$ cat config.mk
export PLATFORM = sky130hd
export DESIGN_NAME = fbreg_port
export DESIGN_NICKNAME = d
export VERILOG_FILES = /design/src/rtl/fbreg_pkg.sv /design/src/rtl/fbreg_decode.sv /design/src/rtl/fbreg_latch.sv /design/src/rtl/fbreg_rsp.sv /design/src/rtl/fbreg_port.sv
export SDC_FILE = /design/constraint.sdc
export NUM_CORES = 1
export LEC_CHECK = 0
export BUFFER_PORTS_ARGS = -buffer_cell sky130_fd_sc_hd__buf_2
export CORE_AREA = 2 2 103 115
export DETAILED_ROUTE_END_ITERATION = 12
export DIE_AREA = 0 0 105 117
export PLACE_DENSITY = 0.57
export SLEW_MARGIN = 20
export SYNTH_ARGS = -nofsm -noshare
export SYNTH_HDL_FRONTEND = slang
export SYNTH_SLANG_ARGS = --single-unit
$ cat constraint.sdc
create_clock -name clk -period 1.8 [get_ports clk]
set_clock_uncertainty 0.05 [all_clocks]
set_input_delay 0.27 -clock clk [delete_from_list [all_inputs] [get_ports clk]]
set_output_delay 0.27 -clock clk [all_outputs]
set_load 0.1 [all_outputs]
$ cat src/rtl/fbreg_pkg.sv
package fbreg_pkg;

    localparam int DATA_W    = 32;
    localparam int ADDR_W    = 16;
    localparam int OFF_W     = 3;
    localparam int PAL_SLOTS = 16;
    localparam int PAL_IDX_W = $clog2(PAL_SLOTS);
    localparam int CH_W      = 4;
    localparam int RGB_W     = 3 * CH_W;
    localparam int MODE_W    = 4;
    localparam logic [MODE_W-1:0] MODE_ID = 4'd1;

    localparam logic [OFF_W-1:0] OFF_RPTR = 3'd0;
    localparam logic [OFF_W-1:0] OFF_WPTR = 3'd1;
    localparam logic [OFF_W-1:0] OFF_DATA = 3'd2;
    localparam logic [OFF_W-1:0] OFF_PSEL = 3'd3;
    localparam logic [OFF_W-1:0] OFF_PDAT = 3'd4;
    localparam logic [OFF_W-1:0] OFF_STAT = 3'd5;

    typedef struct packed {
        logic [CH_W-1:0] red;
        logic [CH_W-1:0] green;
        logic [CH_W-1:0] blue;
    } rgb_t;

    typedef struct packed {
        logic rptr_ld;
        logic wptr_ld;
        logic mem_rd;
        logic mem_wr;
        logic psel_ld;
        logic pal_wr;
        logic rd_req;
    } fb_cmd_t;

    function automatic logic [DATA_W-1:0] status_word(input logic vb);
        logic [DATA_W-1:0] w;
        w = '0;
        w[DATA_W-1 -: MODE_W] = MODE_ID;
        w[0] = vb;
        return w;
    endfunction

    function automatic logic [DATA_W-1:0] widen_ptr(input logic [ADDR_W-1:0] p);
        return {{(DATA_W-ADDR_W){1'b0}}, p};
    endfunction

endpackage

$ cat src/rtl/fbreg_decode.sv
module fbreg_decode
    import fbreg_pkg::*;
(
    input  logic             sel,
    input  logic             we,
    input  logic [OFF_W-1:0] off,
    output fb_cmd_t          cmd
);
    always_comb begin
        cmd         = '0;
        cmd.rd_req  = sel && !we;
        cmd.rptr_ld = sel &&  we && (off == OFF_RPTR);
        cmd.wptr_ld = sel &&  we && (off == OFF_WPTR);
        cmd.mem_wr  = sel &&  we && (off == OFF_DATA);
        cmd.mem_rd  = sel && !we && (off == OFF_DATA);
        cmd.psel_ld = sel &&  we && (off == OFF_PSEL);
        cmd.pal_wr  = sel &&  we && (off == OFF_PDAT);
    end

    always_comb begin
        a_onehot_r11: assert ($onehot0({cmd.rptr_ld, cmd.wptr_ld, cmd.mem_rd,
                                        cmd.mem_wr, cmd.psel_ld, cmd.pal_wr}));
    end
endmodule

$ cat src/rtl/fbreg_latch.sv
module fbreg_latch #(
    parameter int W = 16
) (
    input  logic         clk,
    input  logic         rst,
    input  logic         ld,
    input  logic [W-1:0] ld_val,
    input  logic         inc,
    output logic [W-1:0] q
);
    localparam logic [W-1:0] ONE = W'(1);

    always_ff @(posedge clk) begin
        if (rst)      q <= '0;
        else if (ld)  q <= ld_val;
        else if (inc) q <= q + ONE;
    end

    p_load_r2: assert property (@(posedge clk) disable iff (rst)
        ld |=> q == $past(ld_val));
    p_step_wrap_r6: assert property (@(posedge clk) disable iff (rst)
        (inc && !ld) |=> q == W'($past(q) + ONE));
    p_hold_r5: assert property (@(posedge clk) disable iff (rst)
        (!inc && !ld) |=> $stable(q));
endmodule

$ cat src/rtl/fbreg_rsp.sv
module fbreg_rsp
    import fbreg_pkg::*;
(
    input  logic              clk,
    input  logic              rst,
    input  logic              rd_req,
    input  logic              rd_mem,
    input  logic [DATA_W-1:0] reg_word,
    input  logic [DATA_W-1:0] mem_word,
    output logic [DATA_W-1:0] rdata,
    output logic              rvalid
);
    logic              from_mem_q;
    logic [DATA_W-1:0] reg_q;

    always_ff @(posedge clk) begin
        if (rst) begin
            rvalid     <= 1'b0;
            from_mem_q <= 1'b0;
            reg_q      <= '0;
        end else begin
            rvalid     <= rd_req;
            from_mem_q <= rd_mem;
            reg_q      <= rd_req ? reg_word : '0;
        end
    end

    assign rdata = from_mem_q ? mem_word : reg_q;

    p_rvalid_r9: assert property (@(posedge clk) disable iff (rst)
        rd_req |=> rvalid);
    p_no_rvalid_r9: assert property (@(posedge clk) disable iff (rst)
        !rd_req |=> !rvalid);
endmodule

$ cat src/rtl/fbreg_port.sv
module fbreg_port
    import fbreg_pkg::*;
#(
    parameter int AW = ADDR_W,
    parameter int DW = DATA_W,
    parameter int PW = PAL_IDX_W,
    parameter int CW = RGB_W
) (
    input  logic          clk,
    input  logic          rst,
    input  logic          bus_sel,
    input  logic          bus_we,
    input  logic [2:0]    bus_addr,
    input  logic [DW-1:0] bus_wdata,
    output logic [DW-1:0] bus_rdata,
    output logic          bus_rvalid,
    output logic          vm_re,
    output logic [AW-1:0] vm_raddr,
    input  logic [DW-1:0] vm_rdata,
    output logic          vm_we,
    output logic [AW-1:0] vm_waddr,
    output logic [DW-1:0] vm_wdata,
    output logic          pal_we,
    output logic [PW-1:0] pal_idx,
    output logic [CW-1:0] pal_rgb,
    input  logic          vblank
);
    fb_cmd_t           cmd;
    logic [AW-1:0]     rptr, wptr;
    logic [PW-1:0]     slot_q;
    logic [DW-1:0]     reg_word;
    rgb_t              colour;

    fbreg_decode u_dec (
        .sel (bus_sel),
        .we  (bus_we),
        .off (bus_addr),
        .cmd (cmd)
    );

    fbreg_latch #(.W(AW)) u_rptr (
        .clk    (clk),
        .rst    (rst),
        .ld     (cmd.rptr_ld),
        .ld_val (bus_wdata[AW-1:0]),
        .inc    (cmd.mem_rd),
        .q      (rptr)
    );

    fbreg_latch #(.W(AW)) u_wptr (
        .clk    (clk),
        .rst    (rst),
        .ld     (cmd.wptr_ld),
        .ld_val (bus_wdata[AW-1:0]),
        .inc    (cmd.mem_wr),
        .q      (wptr)
    );

    always_ff @(posedge clk) begin
        if (rst)              slot_q <= '0;
        else if (cmd.psel_ld) slot_q <= bus_wdata[PW-1:0];
    end

    always_comb begin
        unique case (bus_addr)
            OFF_RPTR: reg_word = widen_ptr(rptr);
            OFF_WPTR: reg_word = widen_ptr(wptr);
            OFF_STAT: reg_word = status_word(vblank);
            default:  reg_word = '0;
        endcase
    end

    fbreg_rsp u_rsp (
        .clk      (clk),
        .rst      (rst),
        .rd_req   (cmd.rd_req),
        .rd_mem   (cmd.mem_rd),
        .reg_word (reg_word),
        .mem_word (vm_rdata),
        .rdata    (bus_rdata),
        .rvalid   (bus_rvalid)
    );

    assign colour   = rgb_t'(bus_wdata[CW-1:0]);
    assign vm_re    = cmd.mem_rd;
    assign vm_raddr = rptr;
    assign vm_we    = cmd.mem_wr;
    assign vm_waddr = wptr;
    assign vm_wdata = bus_wdata;
    assign pal_we   = cmd.pal_wr;
    assign pal_idx  = slot_q;
    assign pal_rgb  = colour;

    p_strobe_excl_r11: assert property (@(posedge clk) disable iff (rst)
        $countones({vm_re, vm_we, pal_we}) <= 1);
    p_idle_quiet_r11: assert property (@(posedge clk) disable iff (rst)
        !bus_sel |-> !(vm_re || vm_we || pal_we));
    p_rd_indep_r5: assert property (@(posedge clk) disable iff (rst)
        vm_re |=> wptr == $past(wptr));
    p_wr_indep_r5: assert property (@(posedge clk) disable iff (rst)
        vm_we |=> rptr == $past(rptr));
    p_stat_ignored_r10: assert property (@(posedge clk) disable iff (rst)
        (bus_sel && bus_we && bus_addr == OFF_STAT) |=>
            (rptr == $past(rptr) && wptr == $past(wptr) && slot_q == $past(slot_q)));
endmodule

==> out/metrics.yaml, run 1 <==
cts:
  tritoncts: "built"
  cts_made_buffers: 5
  clock_latency_ns: 0.30
  cts_root_buf: "clkbuf_16"
  clkSinkCount: 55
  cts.path.max_buffers: 2
  htree_levels: 2
  clk_pin_slew_ns: 0.07
  cts_hold_buf: 0
timing:
  timing.final.crit_share_pct: 95.0
  hold_viol_final: 0
  slew_viol_final: 0
  rsz0062_at_grt: "no"
  holdWs_ns: 0.199
  setup_viol: 0
  maxSlewHeadroom_pct: 64.8
  tightest_slew_ns: 0.527
  fmax_ghz: 0.585
  fin_crit_ns: 1.71
placed_design:
  gp_congestion: 0.855
  post_dp_cell_area_mm2: 0.00464
  hpwlAfterDp_mm: 8.51
  portBuffers: 155
synth:
  synthTopCellsByArea: "dfxtp_1, buf_4, mux2_2, mux2i_1, nor2_1"
  synth-edff-count: 0
  synth_area_leader_cell: "dfxtp_1"
  syn_inst: 393
  synth_top_area_share_pct: 33.6
  async_flop_share_pct: 0
  ys_seq_area_share_pct: 33.6
  ys_types: 47
  syn_area_per_cell_um2: 8.34
  synth_most_common_cell: "dfxtp_1"
  synth_nets: 467
  ys.flop_type: "dfxtp_1"
  ys_ff_latch: 55
  syn_area_mm2: 0.00328
  yosysWarningCount: 0
  synthTopCellsByCount: "dfxtp_1, nor2_1, buf_4"
die:
  die_h_um: 117
  die_area_mm2: 0.0123
  die_x_um: 105
  core_area_mm2: 0.0112
  rows: 41
  pin_count: 188
  start_util_pct: 29.3
job:
  maxCapViolCount: 0
worst_hold_path:
  min_from: "bus_wdata[8]"
  holdCritPathClass: "input port to flop"
final_layout:
  num_antenna_cells: 0
  area_delta_synth_final_pct: 46.4
  multiInputGateArea_mm2: 0.00173
  fin_area_mm2: 0.00480
  drive_gt1_share_pct: 47.4
  nets: 590
  seqCellArea_mm2: 0.00118
  fill_cells: 1146
setup_path:
  crit_path_frequent_cell: "buf_12"
  worst_ep_arrival_time_ns: 1.39
  worstSetupStartpointType: "flop"
  slowest_delay_ns: 0.38
  reg2regPathDepth: 6
  reg2reg_to: "u_rptr.q[8]"
  crit_start: "u_rsp.from_mem_q"
  critPathMaxFanout: 32
  crit_end: "bus_rdata[6]"
  worstPathRequired_ns: 1.48
  cp-end-kind: "output pin"
  rrSetupSlack_ns: 0.12
  reg2reg_from: "u_rptr.q[0]"
  critical_path_class: "flop to output pin"
  critPathSlowestCell: "mux2_2"
  path_cells: "buf_12 > mux2_2 > buf_12"
global_routing:
  use_met2_pct: 30.7
  antenna_found_initial: 0
  globalRoute.busiestLayer: "met2"
  grt_pass1_wl_mm: 16.4
  grt_pass1_vias: 3183
  grt_overflow: 0
  use_met3_pct: 4.71
  grt.total_usage_pct: 17.0
  grt_max_degree: 39
  use_met1_pct: 19.0
pwr:
  leakage_nw: 2.05
  peakVddDrop_uv: 331
  powerDensity_mw_per_mm2: 601
detailed_routing:
  drtPass1Iterations: 5
  drt_iter0_markers: 137
  via_count: 3321
  via_per_inst: 4.98
  ant_nets: 0
  route.detailed.drc: 0
  routed_wl_mm: 10.7
  wl_per_cell_um: 16.1
status:
  status: "completed"
[routing by layer]
metal  routed length, µm  share of wire, %
met5                   0                 0
met4                 261               2.4
met3                 952               8.9
met2                5330                50
met1                4170                39
[worst min path at each step]
stage	end	depth (start not counted)
5_1_grt	u_wptr.q[9]	3
2_1_floorplan	u_rsp.reg_q[28]	2
3_5_place_dp	pal_idx[3]	2
4_1_cts	u_wptr.q[8]	3
3_3_place_gp	pal_idx[0]	2
6_report	u_wptr.q[8]	3
[layout by cell type (no fill, tap or decap), types with 5 or more instances in the layout]
master     synthesis  final
clkbuf_16          0      5
buf_4             44     25
dfxtp_4            0     20
a31oi_1           11     11
a21oi_1           19     19
nand3_1           11     10
and2_1            18     18
dfxtp_2            0      6
buf_12             0     36
o22ai_1            5      5
a32oi_1            5      5
mux2i_1           20     20
mux2_2            18     18
nor2_1            47     44
o21ai_0           11     11
or3_1              5      5
a22oi_1            9      9
buf_2              5    120
nand4_1            7      7
dfxtp_1           55     29
nand2_1           25     25
xor2_1             7      7
inv_1              6      6
nor3_1             8      8
[worst max-delay path: cells and delay by family (launching register included)]
kind | cells | cell delay, ns
muxes | 1 | 0.38
DFF | 1 | 0.35
buffers and inverters | 2 | 0.35
[stage by stage]
stage          power [mW]  util, %  instances  setup slack, ns  setup TNS (ns)
6_report             2.89     42.9        667           0.0906               0
5_1_grt              2.99     42.9        667           0.0117               0
4_1_cts              2.92     42.8        667           0.0439               0
3_5_place_dp         1.92     41.5        659           -0.211           -3.14
3_3_place_gp         1.91     41.5        659           -0.118          -0.883
2_1_floorplan        1.94        -        393         -0.00229        -0.00229
[power by group]
part           internal, mW  switching [mW]
sequential             1.21          0.0187
combinational         0.148           0.517
clock                 0.558           0.440
[timing repair]
item / CTS / global route
setup buffers: 0 / 0
setup endpoints to repair: 0 / 10
resized for setup: 0 / 3
[area by class of cell]
class	count	area share, %
clock buffers	7	2.97
clock inverters	1	0.182
inverters	8	0.782
multi-input cells	265	36.1
flip-flops and latches	55	24.7
well taps	150	3.91
repair buffers	181	31.4
[state kept, by name (all words and copies together) (netlist names)]
signal            count
u_rsp.from_mem_q      1
pal_idx               4
u_wptr.q             16
u_rsp.reg_q          17
u_rsp.rvalid          1
u_rptr.q             16
[kinds of logic after synthesis]
group	share of synthesized area [%]
compound gates	13.6
xor+xnor	2.40
mux	12.3
simple gates	22.9
flops	33.6
buf+inv	14.4
fa+ha+maj	0.763
Note: power is estimated with default switching activity, not from simulation.
==> run 2: changes to the inputs <==
- BUFFER_PORTS_ARGS: -buffer_cell sky130_fd_sc_hd__buf_2 -> -buffer_cell sky130_fd_sc_hd__buf_4
==> out/metrics.yaml, run 2 (same netlist as run 1, synthesis figures left out) <==
placed_design:
  post_dp_cell_area_mm2: 0.00445
  gp_congestion: 0.878
  pre_cts_ws_ns: -0.167
  placed_cells: 652
  hpwlAfterDp_mm: 8.43
  portBuffers: 155
detailed_routing:
  route.detailed.drc: 0
  ant_nets: 0
  via_per_inst: 4.86
  wl_per_cell_um: 16.5
  drt_iter0_markers: 152
  via_count: 3211
  routed_wl_mm: 10.9
  drtPass1Iterations: 4
final_layout:
  multiInputGateArea_mm2: 0.00174
  num_antenna_cells: 0
  nets: 584
  fin_area_mm2: 0.00465
  area_delta_synth_final_pct: 41.9
  seqCellArea_mm2: 0.00118
  regMostFlops: "u_rsp.reg_q"
  final_core_util_pct: 41.6
  drive_gt1_share_pct: 47.4
  layout_commonest_cell: "buf_4"
  fill_cells: 1134
  final_cell_mix: "buf_4, nor2_1, dfxtp_1"
  final_cells: 661
  largest_register_ffs: 17
  reg.largest.list: "u_rsp.reg_q: 17 flops, u_rptr.q: 16 flops, u_wptr.q: 16 flops"
setup_path:
  critical_path_class: "flop to output pin"
  worst_ep_arrival_time_ns: 1.41
  worstPathRequired_ns: 1.48
  cp-end-kind: "output pin"
  worstSetupStartpointType: "flop"
  critPathMaxFanout: 16
job:
  maxCapViolCount: 0
cts:
  clk_pin_slew_ns: 0.08
  cts_hold_buf: 0
  htree_levels: 2
  clkSinkCount: 55
  cts_made_buffers: 5
  clock_latency_ns: 0.30
  tritoncts: "built"
  cts.path.max_buffers: 2
  cts_root_buf: "clkbuf_16"
pwr:
  leakage_nw: 2.00
  powerDensity_mw_per_mm2: 633
  peakVddDrop_uv: 340
global_routing:
  grt_pass1_wl_mm: 16.5
  grt_overflow: 0
  grt_max_degree: 39
  antenna_found_initial: 0
  grt_pass1_vias: 3060
  grt.total_usage_pct: 17.1
timing:
  hold_viol_final: 0
  slew_viol_final: 0
  timing.final.crit_share_pct: 96.3
  holdWs_ns: 0.211
  fin_crit_ns: 1.73
  fmax_ghz: 0.577
  tightest_slew_ns: 0.521
  rsz0062_at_grt: "no"
  setup_viol: 0
  worst_slack_ns: 0.0665
  maxSlewHeadroom_pct: 65.2
die:
  rows: 41
  die_area_mm2: 0.0123
  core_area_mm2: 0.0112
  die_h_um: 117
  start_util_pct: 29.3
  die_x_um: 105
  pin_count: 188
status:
  status: "completed"
worst_hold_path:
  holdCritPathClass: "input port to flop"
## run 2: final timing paths
check                        start           end  slack (ns)  cells past startpoint
setup / recovery  u_rsp.from_mem_q  bus_rdata[6]        0.07                      3
hold / removal        bus_wdata[2]    pal_idx[2]        0.21                      3
setup reg to reg       u_wptr.q[5]   u_wptr.q[9]        0.11                      4
hold reg to reg        u_rptr.q[1]   u_rptr.q[1]        0.46                      2
## run 2: layout make-up
type                    count  share of cell area, %
inverters                   8                  0.807
clock inverters             2                  0.323
multi-input cells         265                   37.4
clock buffers               6                   2.98
flip-flops and latches     55                   25.5
well taps                 150                   4.03
repair buffers            175                   29.0
## run 2: routing by layer
layer  GRT usage (%)  vias to the layer above  wire [µm]  share of wire (%)
li1                -                     1575          -                  -
met1            20.8                     1462       4390                 40
met2            29.8                      161       5500                 51
met3            3.71                       13        814                7.5
met4            6.40                        0        181                1.7
met5               0                        -          0                  0
## run 2: timing repair
| action | CTS | global route |
|---|---|---|
| buffers inserted | 0 | 0 |
| setup endpoints to repair | 0 | 14 |
| resized for setup | 0 | 7 |
## run 2: power by group
group | leakage [nW] | switching [mW] | internal [mW] | total [mW]
logic | 1.46 | 0.514 | 0.193 | 0.707
clock network | 0.0774 | 0.452 | 0.558 | 1.01
registers | 0.463 | 0.0210 | 1.21 | 1.23
total | 2.00 | 0.987 | 1.96 | 2.94
## run 2: critical path, stage by stage, from the launching register on
cell and delay, ns:
dfxtp_2 0.37, buf_12 0.16, mux2_2 0.35, buf_4 0.24
## run 2: stage by stage
step / setup TNS, ns / power [mW]
finish: 0 / 2.94
global route: 0 / 3.06
CTS: 0 / 2.98
detailed placement: -1.91 / 1.96
global placement: -0.910 / 1.96
floorplan: -0.00229 / 1.94
==> run 3: changes to the inputs <==
- CTS_BUF_LIST: unset -> sky130_fd_sc_hd__clkbuf_16
==> out/metrics.yaml, run 3 (same netlist as run 1, synthesis figures left out) <==
status:
  status: "completed"
final_layout:
  layout_commonest_cell: "buf_4"
  area_delta_synth_final_pct: 41.6
  regMostFlops: "u_rsp.reg_q"
  fin_area_mm2: 0.00464
  final_cell_mix: "buf_4, nor2_1, dfxtp_1"
  largest_register_ffs: 17
  drive_gt1_share_pct: 47.4
  final_core_util_pct: 41.5
  reg.largest.list: "u_rsp.reg_q: 17 flops, u_rptr.q: 16 flops, u_wptr.q: 16 flops"
  nets: 584
  num_antenna_cells: 0
global_routing:
  grt.total_usage_pct: 17.1
  grt_pass1_wl_mm: 16.5
  grt_max_degree: 39
  grt_overflow: 0
  antenna_found_initial: 0
  grt_pass1_vias: 3060
cts:
  post-cts-setup-buffer-count: 0
  clk_pin_slew_ns: 0.08
  clock_latency_ns: 0.30
  htree_levels: 2
  cts_root_buf: "clkbuf_16"
  tritoncts: "built"
  cts_made_buffers: 5
  cts.path.max_buffers: 2
  clkSinkCount: 55
die:
  pin_count: 188
  rows: 41
  die_area_mm2: 0.0123
  core_area_mm2: 0.0112
  die_x_um: 105
  start_util_pct: 29.3
  die_h_um: 117
detailed_routing:
  wl_per_cell_um: 16.5
  drt_iter0_markers: 154
  via_per_inst: 4.86
  maxUsedRoutingLayer: "met4"
  drtPass1Iterations: 4
  routed_wl_mm: 10.9
  route.detailed.drc: 0
  drt-met1-wl_mm: 4.39
  ant_nets: 0
  dr_wl_met2_mm: 5.50
  via_count: 3211
  wl_met3_um: 814
placed_design:
  gp_congestion: 0.878
  hpwlAfterDp_mm: 8.43
  post_dp_cell_area_mm2: 0.00445
  portBuffers: 155
pwr:
  peakVddDrop_uv: 339
  powerDensity_mw_per_mm2: 625
  leakage_nw: 2.00
setup_path:
  worstPathRequired_ns: 1.48
  reg2reg_from: "u_wptr.q[5]"
  cp_num_buf_inv: 2
  cp-end-kind: "output pin"
  worst_ep_arrival_time_ns: 1.41
  slowest_delay_ns: 0.37
  worstSetupStartpointType: "flop"
  cp_top_family: "buffers and inverters"
  crit_start: "u_rsp.from_mem_q"
  critical_path_class: "flop to output pin"
  critPathMaxFanout: 16
  path_cells: "buf_12 > mux2_2 > buf_4"
  critPathSlowestCell: "dfxtp_2"
timing:
  holdWs_ns: 0.211
  fin_crit_ns: 1.73
  maxSlewHeadroom_pct: 65.2
  hold_viol_final: 0
  slew_viol_final: 0
  fmax_ghz: 0.577
  tns_ns: 0
  rsz0062_at_grt: "no"
  tightest_slew_ns: 0.521
  setup_viol: 0
  timing.final.crit_share_pct: 96.3
worst_hold_path:
  min_from: "bus_wdata[2]"
  holdCritPathClass: "input port to flop"
job:
  maxCapViolCount: 0
[run 3: cell count changes in the layout (fill, tap and decap cells not counted), sizes merged]
cell / delta
inv: +1
clkbuf: -1
[run 3: final timing paths]
kind / end / slack (ns) / depth (start not counted)
max: bus_rdata[6] / 0.07 / 3
min: pal_idx[2] / 0.21 / 3
max reg2reg: u_wptr.q[9] / 0.10 / 4
min reg2reg: u_rptr.q[1] / 0.46 / 2
[run 3: routing by layer]
metal	track usage, %	vias to the layer above
met5	0	-
li1	-	1575
met2	29.8	161
met4	6.40	0
met3	3.71	13
met1	20.8	1462
[run 3: power by group]
| group | internal, mW | switching, mW | leakage (nW) | total, mW |
|---|---|---|---|---|
| combinational | 0.193 | 0.514 | 1.46 | 0.707 |
| sequential | 1.21 | 0.0210 | 0.463 | 1.23 |
| clock | 0.516 | 0.453 | 0.0744 | 0.970 |
[run 3: cell type report]
cell class	instances	area, µm²
Clock buffer	5	125
Sequential cell	55	1180
Tap cell	150	188
Inverter	8	37.5
Clock inverter	3	18.8
Multi-Input combinational cell	265	1740
Timing Repair Buffer	175	1350
Fill cell	1135	6540
[run 3: per-stage QoR]
stage               power [mW]  cells  setup slack, ns
finish                    2.90    661           0.0665
floorplan                 1.94    393         -0.00229
global route              3.01    661           0.0111
detailed placement        1.96    652           -0.167
CTS                       2.94    660           0.0224
global placement          1.96    652           -0.122
[run 3: worst register-to-register path: stages, from the launching register on]
cell and delay, ns:
dfxtp_4 0.40, nand4_1 0.15, or2_2 0.37, or4_1 0.49
a31oi_1 0.16
[run 3: repair_timing]
action / 4_1_cts / 5_1_grt
hold buffers: 0 / 0
endpoints found under the hold margin: 0 / 0
gates resized for setup: 0 / 7
endpoints found under the setup margin: 0 / 14
